### config.mk
export PLATFORM = sky130hd
export DESIGN_NAME = trig_combiner
export DESIGN_NICKNAME = d
export VERILOG_FILES = /design/src/rtl/trig_combiner.sv
export SDC_FILE = /design/constraint.sdc
export NUM_CORES = 1
export LEC_CHECK = 0
export ABC_AREA = 0
export ABC_CLOCK_PERIOD_IN_PS = 1100
export BUFFER_PORTS_ARGS = -buffer_cell sky130_fd_sc_hd__buf_4
export CAP_MARGIN = 30
export CORE_MARGIN = 3
export CORE_UTILIZATION = 23
export DETAILED_ROUTE_END_ITERATION = 10
export MAX_ROUTING_LAYER = met4
export PLACE_DENSITY = 0.89
export SLEW_MARGIN = 20
export SYNTH_ARGS = -nofsm -noshare
export SYNTH_HDL_FRONTEND = slang
export SYNTH_SLANG_ARGS = --single-unit
### constraint.sdc
create_clock -name vclk -period 1.1
set_input_delay 0.11 -clock vclk [all_inputs]
set_output_delay 0.11 -clock vclk [all_outputs]
set_load 0.01 [all_outputs]
### src/rtl/trig_combiner.sv
module trig_combiner #(
  parameter int COLS = 4,
  parameter int ROWS = 4,
  localparam int NCH = COLS * ROWS,
  localparam int IDXW = $clog2(NCH),
  localparam int SELW = IDXW + 1
) (
  input  logic [NCH-1:0]  disc_i,
  input  logic [NCH-1:0]  cmp_i,
  input  logic [NCH-1:0]  xy_en_i,
  input  logic [NCH-1:0]  or_en_i,
  input  logic [SELW-1:0] mon_sel_i,
  output logic [COLS-1:0] x_o,
  output logic [ROWS-1:0] y_o,
  output logic            fast_or_o,
  output logic            mon_o
);

  always_comb begin
    logic [NCH-1:0] xy_hit;
    xy_hit = xy_en_i & cmp_i;
    x_o = '0;
    y_o = '0;
    for (int i = 0; i < NCH; i++) begin
      x_o[i % COLS] = x_o[i % COLS] | xy_hit[i];
      y_o[i / COLS] = y_o[i / COLS] | xy_hit[i];
    end
    fast_or_o = |(or_en_i & disc_i & cmp_i);
    mon_o = mon_sel_i[SELW-1] & disc_i[mon_sel_i[IDXW-1:0]];

    AST_XY_PAIRED: assert ((x_o != '0) == (y_o != '0));
    AST_XY_NEEDS_FLAG: assert ((x_o == '0) || ((xy_en_i & cmp_i) != '0));
    AST_FOR_NEEDS_PULSE: assert (!fast_or_o || ((disc_i & cmp_i) != '0));
    AST_MON_OFF: assert (mon_sel_i[SELW-1] || !mon_o);
    AST_MON_RAW: assert (!mon_o || (disc_i != '0));
    AST_IDLE: assert (!((xy_en_i == '0) && (or_en_i == '0) && !mon_sel_i[SELW-1])
                      || ((x_o == '0) && (y_o == '0) && !fast_or_o && !mon_o));
  end

endmodule

**Word-level counts from Yosys, hierarchy flattened**

Index checks and enable logic that the tools add are counted.

- Flip-flop bits (word level): 0
- Logic and storage cells: 32
- Input bits: 69

- Muxes and demuxes: 2
- Order comparisons: 1
- Reduce and logical (&&, ||, !) cells: 1
- Bitwise operators: 28

Operators by type and width:

| operator | number |
|---|---|
| bitwise AND 16 bit | 3 |
| bitwise OR 1 bit | 24 |
| OR reduction 16 bit | 1 |
| less-than comparator 4 x 5 -> 1 bit, second input constant | 1 |
| binary-select mux 1 bit (select 4 bit) | 1 |
| bitwise AND 1 bit | 1 |
| 2-to-1 mux 1 bit | 1 |

**Longest topological paths before layout**

Gate-level depths: netlist (run 1).

- Depth in word-level cells: 4
- Mapped depth: 5
- Gate-level depth less buffers: 4

**Worst setup path before layout (run 1)**

OpenSTA, ideal clock, no wires.

- Path type: input -> output
- Start point: input mon_sel_i[0]
- End point: output mon_o
- Arrival: 985 ps
- Path buffers: 1
- Required time: 990 ps
- Slack: 5 ps
- Stages on the path: 4
- Cell sequence: buf_6 mux4_2 o211ai_2 o22ai_1

- Word-level cells in the longest chain between the ends: 3

RTL lines:

| element | RTL line | text |
|---|---|---|
| start, declared | 12 | `input logic [SELW-1:0] mon_sel_i,` |
| binary-select mux 1 bit (select 4 bit) | 29 | `mon_o = mon_sel_i[SELW-1] & disc_i[mon_sel_i[IDXW-1:0]];` |
| 2-to-1 mux 1 bit (implied by the code) | 29 |  |
| bitwise AND 1 bit | 29 |  |
| end, declared | 16 | `output logic mon_o` |

No other way between the ends. The select of a mux whose other input is x is not followed.

**Final worst setup path (run 1)**

Same ends and word-level chain as after synthesis.

==> run summary, run 1 <==
The number of vias per cell is between 5 and 6. The final setup violation count is 2. The worst vdd rail ir drop is 0.000214 V. For the finished layout, the period the worst path requires is roughly 1200 ps. The count of input and output buffers came out at 79.

The post-route standard cell area excluding fillers came out at around 1200 µm². After global routing the overflow that remains totals 0. The largest fanout on the critical path came out at 3. The post-synthesis cell type count came out at 12.

The gate count after technology mapping came out at 62. The initial antenna violation count is 0. The tightest hold margin came out at ~530 ps. Setup repair after global routing could not meet its margin everywhere.

The max-slew violation total from the final report was 0. The number of diodes is 0. The total negative setup slack is -191 ps. Global routing used 24.9% of the available tracks across all layers. The cell at the slowest stage of the critical path is sky130_fd_sc_hd__mux4_2. The number of antenna-violating nets in the routed design is 0. The residual DRC count came out at 0. The setup slack at placement is -135 ps. Timing would allow up to roughly 0.83 GHz. The number of maximum-capacitance violations is 0.

Entering global routing, the biggest net connects 6 pins. The congestion estimate from routability-driven global placement came to ~0.79. The cell area power density came out at approximately 400 nW/µm². The worst min-delay path category is primary input to output pin. The floorplan step defined a die boundary enclosing ~2200 µm². The number of ports placed on the die boundary came out at 79. The critical path in this run is classified as primary input to output pin. In the post-synthesis netlist, the biggest area contributors are sky130_fd_sc_hd__nand3_1 (24%), sky130_fd_sc_hd__nand4_1 (20%), sky130_fd_sc_hd__nand2_1 (19%), sky130_fd_sc_hd__mux4_2 (12%), sky130_fd_sc_hd__mux2i_1 (11%). The number of endpoints with negative hold slack in the final report is 0. STA classifies the critical path startpoint as a primary input. The number of optimization iterations in the first detailed-route pass came out at 4. During synthesis, Yosys emitted a total of 0 warnings.

The count of clock buffers in the final design is 0. There are 0 flip-flops and latches. The synthesized netlist net count is 131.

The quantity of hold-fixing buffers added after cts is 0. Detailed routing inserted a total of 887 vias. Of all cell types, the one taking the most synthesized area is sky130_fd_sc_hd__nand3_1. The placeable core area came out at 1520 µm².

At the end of the flow, the number of nets in the layout was between 200 and 250. The leakage component of the power is about 0.0006 µW. STA puts the critical path data required time at 990 ps. The post-synthesis sequential area ratio is 0%. The floorplan row count came out at 14. The layout overhead on the synthesized area is 208%.

The width of the die came out at between 40 and 50 µm. The total routed wirelength came out at approximately 2700 µm. The checks that failed: setup timing.

The instance area after placement came out at between 1000 and 1500 µm². The peak per-stage delay on the critical path came out at between 400 and 500 ps. The detailed router finished its first iteration with 17 violations. The fraction of synthesized cell area taken by the top area cell type came out at a little under a quarter. Registers take 0 µm². From bottom edge to top edge, the die measures 46.6 µm.

The run finished, with violations left. The final worst setup slack is -112 ps. Cells with a size suffix above 1 make up 69.1% of the layout.

The wire length of the first global-routing pass came out at approximately 3800 µm. The mapped netlist covers between 300 and 400 µm². Fill cells in the final layout number roughly 130. The headroom to the max-slew limit is between 90% and 100%. The initial core utilization came out at approximately a quarter.

The final standard cell utilization of the core came out at 76.6%. STA classifies the critical path endpoint as an output pin. The share of the clock period used by the worst path came out at 110%. The signal on the critical path passes through buf_8, mux4_2, o211ai_1, o22ai_1, buf_4. The via count of the first global-routing pass was 871. The area of the multi-input gates is between 400 and 500 µm².

The mean cell area of the mapped netlist came out at around 6 µm². At the pin with the least slew margin, the transition time is around 140 ps. After detailed routing, the average wire length per cell comes to around 16 µm. The arrival time of the worst setup path is 1100 ps.
[area by class of cell]
class                           count  area share, %
Tap cell                           16           1.71
Timing Repair Buffer               88           61.7
Multi-Input combinational cell     61           36.5
[cells in the mapped netlist (all sizes together)]
cell    count
mux2i       4
o22ai       1
nand2      19
nand2b      1
buf         1
nor2b       1
mux4        2
nand3      18
o211ai      2
nand4      12
or4         1
[cell families after synthesis]
| group | count (synthesis) | share of synthesized area (%) |
|---|---|---|
| AO/OA/AOI/OAI | 3 | 6.93 |
| AND/OR/NAND/NOR | 52 | 67.7 |
| buffers and inverters | 1 | 2.97 |
| multiplexers | 6 | 22.4 |
[worst paths after layout]
kind	startpoint	end	slack (ps)	cells after the start
setup / recovery	mon_sel_i[0]	mon_o	-110	5
hold / removal	xy_en_i[0]	y_o[0]	530	4
[worst max-delay path: cells and delay by family]
| family | cells | cell delay (ps) |
|---|---|---|
| AOI/OAI and AO/OA | 2 | 270 |
| buffers and inverters | 2 | 220 |
| muxes | 1 | 490 |
[through the flow]
step                      std cells  power, µW
after floorplan                  62        120
after global placement          164        408
after detailed placement        164        414
after CTS                       165        445
after global routing            165        498
final                           165        466
[what timing repair did]
action	CTS	global route
gates resized for setup	19	9
pin swaps	8	8
setup endpoints to repair	2	2
endpoints found under the hold margin	0	0
cloned	0	0
setup buffers	1	0
[power breakdown]
group / internal (µW) / switching [µW] / total, µW
sequential: 0 / 0 / 0
combinational: 297 / 169 / 466
clock: 0 / 0 / 0
total: 297 / 169 / 466
[cell usage in the layout (no fill, tap or decap)]
| cell type | n |
|---|---|
| sky130_fd_sc_hd__buf_6 | 14 |
| sky130_fd_sc_hd__o211ai_2 | 1 |
| sky130_fd_sc_hd__nor2b_1 | 1 |
| sky130_fd_sc_hd__o211ai_1 | 1 |
| sky130_fd_sc_hd__o22ai_1 | 1 |
| sky130_fd_sc_hd__buf_8 | 1 |
| sky130_fd_sc_hd__mux2i_1 | 4 |
| sky130_fd_sc_hd__nand3_2 | 11 |
| sky130_fd_sc_hd__buf_4 | 73 |
| sky130_fd_sc_hd__nand4_1 | 12 |
| sky130_fd_sc_hd__mux4_2 | 2 |
| sky130_fd_sc_hd__nand2b_1 | 1 |
| sky130_fd_sc_hd__nand2_1 | 19 |
| sky130_fd_sc_hd__nand3_1 | 7 |
| sky130_fd_sc_hd__or4_4 | 1 |
[layer usage]
metal  part of all wire, %  GRT usage, %  vias to the layer above
li1                      -             -                      424
met1                    34          28.5                      416
met2                    58          47.8                       45
met3                   7.0          1.17                        2
met4                  0.78          2.84                        0
met5                     0             -                        -
Note: power is estimated with default switching activity, not from simulation.
==> run 2, diff against run 1 <==
Settings changed: BUFFER_PORTS_ARGS -buffer_cell sky130_fd_sc_hd__buf_4 to default, CORE_AREA from default to 3 3 40 42, CORE_MARGIN 3 to default, CORE_UTILIZATION 23 to default, DIE_AREA from default to 0 0 43 45, DONT_BUFFER_PORTS from default to 1, PLACE_DENSITY 0.89 to 0.52.
==> run 2 against run 1 <==
Against the previous run:
- the flow now finishes without violations
- cell area decreased by 67%
- final cell count shrank 54%
- die area down 11%
- setup slack gained 190 ps
- worst hold slack worse by 160 ps
- sequential share of layout area unchanged
- global-route usage decreased by 8.0 points
- non-clock buffer count shrank 88
- wire length shrank 35%
- power decreased by 71%
- fmax is 19% higher
- via count fell by 40%
- critical path type unchanged
- highest routed layer is now met3
==> run summary, run 2 (synthesis results as in run 1) <==
The total negative setup slack is 0 ps (+191 ps). The initial core utilization is 29.5% (+4.6 points). The layout overhead on the synthesized area came out at 1.98%.

The share of the clock period used by the worst path is 92.8% (-17 points). The residual DRC count came out at 0 (unchanged). The clock network fraction of total power came out at 0% (unchanged). The largest fanout on the critical path is 6 (+3). The share of cells above drive strength 1 is 4.92% (-64 points). The post-cts gate resize count was 0 (-19).

The via count of the first global-routing pass came out at 536 (-38%). The maximum number of pins on one net before global-route repair came out at 7 (+1). The count of routing violations after the opening detailed-route iteration is 6 (-11). The number of sequential cells in the layout is 0 (unchanged). The internal power came to 60.4 µW (-80%). The number of maximum-capacitance violations is 0 (unchanged). Walking the worst path, the cells encountered are mux4_2, o211ai_1, o22ai_1. Leaving out fill and tap cells, the most frequent cell in the layout is sky130_fd_sc_hd__nand2_1. The arrival time of the worst setup path is 910 ps (-190 ps). The amount of wire on met3 after detailed routing came out at 195 µm (+2.6%). The count of input and output buffers is 0 (-100%). The full die area came out at 1940 µm² (-11%). Setup repair after global routing left no endpoint under its margin. The worst vdd rail ir drop was 0.0000713 V (-67%). The number of vias per cell is 7.01 (+30%).

The all-layer global routing usage is 16.8% (-8.0 points). The max-slew violation total from the final report is 0 (unchanged). The fraction of power consumed by combinational cells came out at 100.0% (about the same).

The critical path required time is 990 ps (about the same). The setup slack at placement was 70.0 ps (+205 ps). The worst setup path is captured at an output pin. The initial antenna violation count came out at 0 (unchanged). The total routed wirelength came out at 1760 µm (-35%).

The residual overflow from global routing came out at 0 (unchanged). In the layout the commonest cells are sky130_fd_sc_hd__nand2_1 (19), sky130_fd_sc_hd__nand3_1 (18), sky130_fd_sc_hd__nand4_1 (12). The width of the die was 43 µm (-7.7%).

The per-cell routed wire length is 23.2 µm (+42%). The critical path is of the primary input to output pin type. The floorplan row count is 13 (-1). The detailed router used layers up to and including met3.

The transition time of the tightest slew-check pin is 276 ps (+134 ps). STA classifies the critical path startpoint as a primary input. The number of ports placed on the die boundary came out at 79 (unchanged).

The wire length on met2 is 943 µm (-40%). The share of total power consumed by net switching is 54.7% (+18 points). The final net count was 132 (-40%).

The total routed wire length on the met1 layer is 620 µm (-32%). The half-perimeter wire length after placement came out at ~1700 µm. The sequential cell fraction of total power is 0% (unchanged). The die height was 45 µm (-3.4%). The post-route standard cell area excluding fillers is 387 µm² (-67%).

The leakage component of the power came out at 0.000142 µW (-76%). The count of clock buffers in the final design was 0 (unchanged). The placer's final routability congestion estimate came out at 0.779 (-2.0%). The final setup violation count is 0 (-2). The post-route minimum period is 1020 ps (-191 ps). The footprint of the flip-flops and latches is 0 µm² (unchanged). In this run the worst hold path is classified as primary input to output pin. The wire length of the first global-routing pass is 2380 µm (-38%). The headroom to the max-slew limit is 81.9% (-8.4 points). The fill cell instance count of the final layout came out at 155 (+24%).

The number of endpoints with negative hold slack in the final report is 0 (unchanged). The number of antenna-violating nets in the routed design is 0 (unchanged). The slowest stage of the critical path is the sky130_fd_sc_hd__mux4_2 cell.

The vias after detailed routing is 533 (-40%). The flow ran to the end, and the final reports show no timing, DRC or antenna violations. The top achievable clock speed is 0.980 GHz (+19%). The number of optimization iterations in the first detailed-route pass came out at 4 (unchanged). The count of buffers added by post-CTS timing repair for setup is 0 (-1). The number of diodes came out at 0 (unchanged). The quantity of hold-fixing buffers added after cts came to 0 (unchanged). The area of the multi-input gates came out at 368 µm² (-14%). The instance area after placement is 387 µm² (-63%). The placeable core area came to 1280 µm² (-16%).

The reported net switching power was 72.8 µW (-57%). The cell area power density was 345 nW/µm² (-14%). The peak per-stage delay on the critical path is 480 ps (about the same).

The final worst setup slack came out at 79.4 ps (+191 ps).
run 2: cell types whose count changed in the layout (fill, tap and decap cells not counted), sizes merged:
cell,previous run,this run
buf,88,0
run 2: area by class of cell:
class	count	area share, %
Multi-Input combinational cell	61	95.1
Tap cell	15	4.85
run 2: power groups by stage:
stage / combinational, µW / sequential (µW) / clock [µW]
finish: 133 / 0 / 0
floorplan: 120 / 0 / 0
global placement: 133 / 0 / 0
global route: 149 / 0 / 0
CTS: 136 / 0 / 0
detailed placement: 136 / 0 / 0
run 2: worst max-delay path: cells and delay by family:
family	cells	cell delay, ps
AOI/OAI and AO/OA	2	320
muxes	1	480
run 2: path summary, 6_finish.rpt:
path / from / end / slack, ps / cells past startpoint
setup / recovery: mon_sel_i[0] / mon_o / 80 / 3
hold / removal: mon_sel_i[3] / mon_o / 370 / 2
run 2: layer usage:
metal / up-vias / GRT usage [%]
li1: 244 / -
met1: 242 / 19.5
met2: 47 / 32.9
met3: 0 / 1.99
met4: 0 / 0
met5: - / -
run 2: through the flow:
step	cells	total power (µW)	hold WS, ps	util, %
6_report	76	133	370	30.1
5_1_grt	76	149	379	30.1
4_1_cts	76	136	373	30.1
3_5_place_dp	76	136	369	30.1
3_3_place_gp	76	133	368	30.1
2_1_floorplan	62	120	359	-
